===== config.mk =====
export PLATFORM = sky130hd
export DESIGN_NAME = dma_chan_status_regs
export DESIGN_NICKNAME = d
export VERILOG_FILES = /design/src/rtl/dma_chan_status_regs.sv
export SDC_FILE = /design/constraint.sdc
export NUM_CORES = 1
export LEC_CHECK = 0
export BUFFER_PORTS_ARGS = -buffer_cell sky130_fd_sc_hd__buf_2
export CORE_MARGIN = 3
export CORE_UTILIZATION = 28
export CTS_CLUSTER_DIAMETER = 60
export DETAILED_ROUTE_END_ITERATION = 10
export GPL_TIMING_DRIVEN = 0
export HOLD_SLACK_MARGIN = 0.15
export SYNTH_ARGS = -nofsm -noshare
export SYNTH_HDL_FRONTEND = slang
export SYNTH_SLANG_ARGS = --single-unit

===== constraint.sdc =====
create_clock -name clk -period 1.02 [get_ports clk]
set_input_delay 0.102 -clock clk [delete_from_list [all_inputs] [get_ports clk]]
set_output_delay 0.102 -clock clk [all_outputs]
set_load 0.03 [all_outputs]

===== src/rtl/dma_chan_status_regs.sv =====
module dma_chan_status_regs #(
  parameter int NCH = 8,
  parameter int NSRC = 16,
  parameter int AW = 4,
  parameter int DW = 32
) (
  input  logic            clk,
  input  logic            rst_n,
  input  logic [AW-1:0]   bus_addr,
  input  logic            bus_wr,
  input  logic            bus_rd,
  input  logic [DW-1:0]   bus_wdata,
  output logic [DW-1:0]   bus_rdata,
  input  logic [NCH-1:0]  err_set,
  input  logic [NCH-1:0]  err_clr,
  input  logic [NCH-1:0]  ch_en_set,
  input  logic [NCH-1:0]  ch_done,
  input  logic [NSRC-1:0] periph_breq,
  input  logic [NSRC-1:0] src_done,
  output logic [NSRC-1:0] breq_out
);

  localparam logic [AW-1:0] OFF_ERR  = AW'(4'h0);
  localparam logic [AW-1:0] OFF_EN   = AW'(4'h4);
  localparam logic [AW-1:0] OFF_BREQ = AW'(4'h8);

  logic [NCH-1:0]  err_q, en_q;
  logic [NSRC-1:0] sw_q, sw_wr;
  logic [DW-1:0]   rd_mux;

  assign sw_wr    = (bus_wr && bus_addr == OFF_BREQ) ? bus_wdata[NSRC-1:0] : '0;
  assign breq_out = periph_breq | sw_q;

  always_ff @(posedge clk) begin
    if (!rst_n) begin
      err_q <= '0;
      en_q  <= '0;
      sw_q  <= '0;
    end else begin
      err_q <= (err_q & ~err_clr) | err_set;
      en_q  <= (en_q & ~ch_done) | ch_en_set;
      sw_q  <= (sw_q & ~src_done) | sw_wr;
    end
  end

  always_comb begin
    rd_mux = '0;
    unique case (bus_addr)
      OFF_ERR:  rd_mux[NCH-1:0]  = err_q;
      OFF_EN:   rd_mux[NCH-1:0]  = en_q;
      OFF_BREQ: rd_mux[NSRC-1:0] = breq_out;
      default:  rd_mux = '0;
    endcase
  end

  always_ff @(posedge clk) begin
    if (!rst_n) bus_rdata <= '0;
    else        bus_rdata <= bus_rd ? rd_mux : '0;
  end

  AST_ERR_ONLY_ON_PULSE: assert property (@(posedge clk) disable iff (!rst_n)
    ((err_q ^ $past(err_q)) & ~$past(err_set | err_clr)) == '0);
  AST_ERR_SET_TAKES: assert property (@(posedge clk) disable iff (!rst_n)
    |err_set |=> (err_q & $past(err_set)) == $past(err_set));
  AST_EN_SET_TAKES: assert property (@(posedge clk) disable iff (!rst_n)
    |ch_en_set |=> (en_q & $past(ch_en_set)) == $past(ch_en_set));
  AST_EN_DONE_CLEARS: assert property (@(posedge clk) disable iff (!rst_n)
    |(ch_done & ~ch_en_set) |=> (en_q & $past(ch_done & ~ch_en_set)) == '0);
  AST_SW_RISE_ONLY_ON_WRITE: assert property (@(posedge clk) disable iff (!rst_n)
    (sw_q & ~$past(sw_q) & ~(($past(bus_wr) && $past(bus_addr) == OFF_BREQ)
      ? $past(bus_wdata[NSRC-1:0]) : '0)) == '0);
  AST_SW_WRITE_WINS: assert property (@(posedge clk) disable iff (!rst_n)
    (bus_wr && bus_addr == OFF_BREQ) |=>
      (sw_q & $past(bus_wdata[NSRC-1:0])) == $past(bus_wdata[NSRC-1:0]));
  AST_RDATA_IDLE_ZERO: assert property (@(posedge clk) disable iff (!rst_n)
    !$past(bus_rd) |-> bus_rdata == '0);

endmodule


==> impl_metrics.csv <==
group,metric,value,unit
critical_path,cp.arrival,1.00,ns
global_routing,grt_max_degree,14,
global_routing,grtUsageTotal,0.169,
synthesis,syn_area_per_cell,9.52,um2
sta,setup_violations,16,
drt,detail_route.wirelength,6.94,mm
synthesis,synth_ff_type,"dfxtp_1",
hold_path,hold_class,"in2reg",
pwr,power_density,1050,nW/um2
floorplan,io_pins,152,
drt,first_pass_iters,4,
synthesis,async_flop_share,0,
synthesis,yosysSeqAreaShare,0.467,
synthesis,synthTopCellsByArea,"dfxtp_1, nor2b_1, or2_2, a32oi_1, buf_4",
placed_design,gp_congestion,0.784,
cts,htreeDepth,2,
cts,clk_pin_slew,0.08,ns
sta,rsz0062_at_grt,"true",
pwr,p_leak,1.77,nW
critical_path,slowest_delay,0.34,ns
drt,dr.first_iter.drc_count,81,
drt,vias,2167,
sta,clock-skew-final,0.00436,ns
cts,cts_hold_buf,65,
sta,min_period,1.10,ns
pwr,irDropWorstVdd,0.649,mV
floorplan,die_x,91.7,um
cts,cts_buffers,5,
drt,ant_nets,0,
placed_design,dp_hpwl,4.43,mm
sta,holdWs,0.130,ns
critical_path,crit_buf_inv,1,
cts,cts_tree,"built",
sta,period_share,1.08,
cts,cts_root_buffer,"clkbuf_8",
critical_path,critPathTopFamily,"flip-flops",
status,violations,"negative setup slack",
floorplan,core-area,6940,um2
status,status,"finished, violations left",
floorplan,dieHeight,91.7,um
final_layout,layout.cells.non_filler,520,
sta,setup_tns,-1.03,ns
final_layout,antenna_cells,0,
drt,drc_errors,0,
synthesis,synth_cells,216,
sta,relSlewSlack,0.627,
placed_design,io_buffer_count,116,
critical_path,path_cells,"or2_4, buf_6",
critical_path,worst-path-max-fanout,2,
final_layout,syn_to_final_growth,82.8,%
synthesis,netlist_area,2060,um2
cts,cts.sinks,48,
drt,viasPerCell,4.17,
global_routing,antenna_found_initial,0,
synthesis,synthTopCellsByCount,"dfxtp_1, nor2b_1, or2_2",
synthesis,synth_warnings,0,
synthesis,synth_top_area_share,0.467,
sta,fmax,910,MHz
placed_design,post-place-ws,-0.330,ns
drt,wl_per_cell,13.3,um
sta,worst_slack,-0.0788,ns
cts,cts_buffer_depth,2,
job,drv_cap,0,
critical_path,cpMaxStageDelayCell,"dfxtp_2",
cts,worstSkewPairLatency,0.29,ns
floorplan,design.die.area,8410,um2
critical_path,crit_required,0.92,ns
final_layout,layout-drive-gt1-share,0.446,
critical_path,path_class,"reg2out",
synthesis,synth.most_common_cell,"dfxtp_1",
synthesis,synth.distinct_cells,19,
critical_path,worst_setup_path_start_kind,"flip-flop",
floorplan,start_util,0.296,
global_routing,grt_pass1_vias,2302,
sta,hold_viol_final,0,
global_routing,overflow,0,
global_routing,grt_pass1_wl,11.2,mm
floorplan,std_cell_rows,30,
sta,worstMarginPinSlew,0.560,ns
critical_path,rrSetupSlack,0.13,ns
final_layout,nets,528,
synthesis,synth_edf_count,0,
placed_design,dp_cells,443,
synthesis,synth_top_cell_by_area,"dfxtp_1",
synthesis,synth-seq-cells,48,
critical_path,critical_path.endpoint_type,"primary output",
sta,slew_violations,0,
cell type report:
type / count / area (um2)
repair buffers: 186 / 1370
clock buffers: 6 / 72.6
multi-input cells: 142 / 972
clock inverters: 1 / 5.00
flip-flops and latches: 48 / 980
fillers: 629 / 3190
well taps: 96 / 120
inverters: 16 / 60.1
plain buffers: 25 / 179
path summary, 6_finish.rpt:
| kind | cells past startpoint | endpoint | from |
|---|---|---|---|
| worst min-delay path | 3 | bus_rdata[9] | periph_breq[9] |
| worst min register to register | 2 | sw_q[10] | sw_q[10] |
| worst max-delay path | 2 | breq_out[2] | sw_q[2] |
| worst max register to register | 3 | bus_rdata[6] | err_q[6] |
per-layer routing:
layer  track usage  vias up  share of wire
li1              -     1097              -
met1         0.197      963           0.41
met2         0.299       94           0.49
met3        0.0443       13          0.074
met4        0.0553        0          0.018
met5             0        -              0
kinds of logic after synthesis:
logic type | count (synthesis) | share of synthesized area
other | 1 | 0.00182
muxes | 8 | 0.0390
AOI/OAI and AO/OA | 40 | 0.146
and+or+nand+nor | 78 | 0.234
buffers and inverters | 41 | 0.111
DFF | 48 | 0.467
registers in the layout, indices dropped and copies added (netlist names):
register	cells
sw_q	16
err_q	8
en_q	8
bus_rdata	16
worst register-to-register path, cell delays in order (launching register included):
cell and delay, ns:
dfxtp_1 0.34, mux2i_1 0.07, or2_2 0.27, a21oi_1 0.13
placed cells by master (no fill, tap or decap), drive strengths merged, types with 2 or more instances in the layout:
cell type / count
buf: 140
dlygate4sd3: 65
dfxtp: 48
nor2b: 38
or2: 24
inv: 16
a32oi: 16
o21a: 16
conb: 16
clkbuf: 12
nand2: 9
mux2i: 8
a21oi: 8
and2b: 2
repair_timing:
item,in CTS,in global routing
gates resized for setup,62,3
buffers inserted,5,0
hold endpoints to repair,40,5
pin swaps,9,0
endpoints found under the setup margin,26,26
through the flow:
stage,util,power [mW],area [um2]
after floorplan,-,2.39,2130
after global placement,0.408,2.64,2830
after detailed placement,0.408,2.65,2830
after CTS,0.541,3.99,3750
after global routing,0.541,4.17,3760
final,0.541,3.95,3760
report_power, final:
| group | switching [mW] | internal (mW) |
|---|---|---|
| clock network | 0.601 | 0.468 |
| registers | 0.0216 | 1.92 |
| logic | 0.403 | 0.538 |
| total | 1.02 | 2.93 |
(Power assumes the default switching activity.)
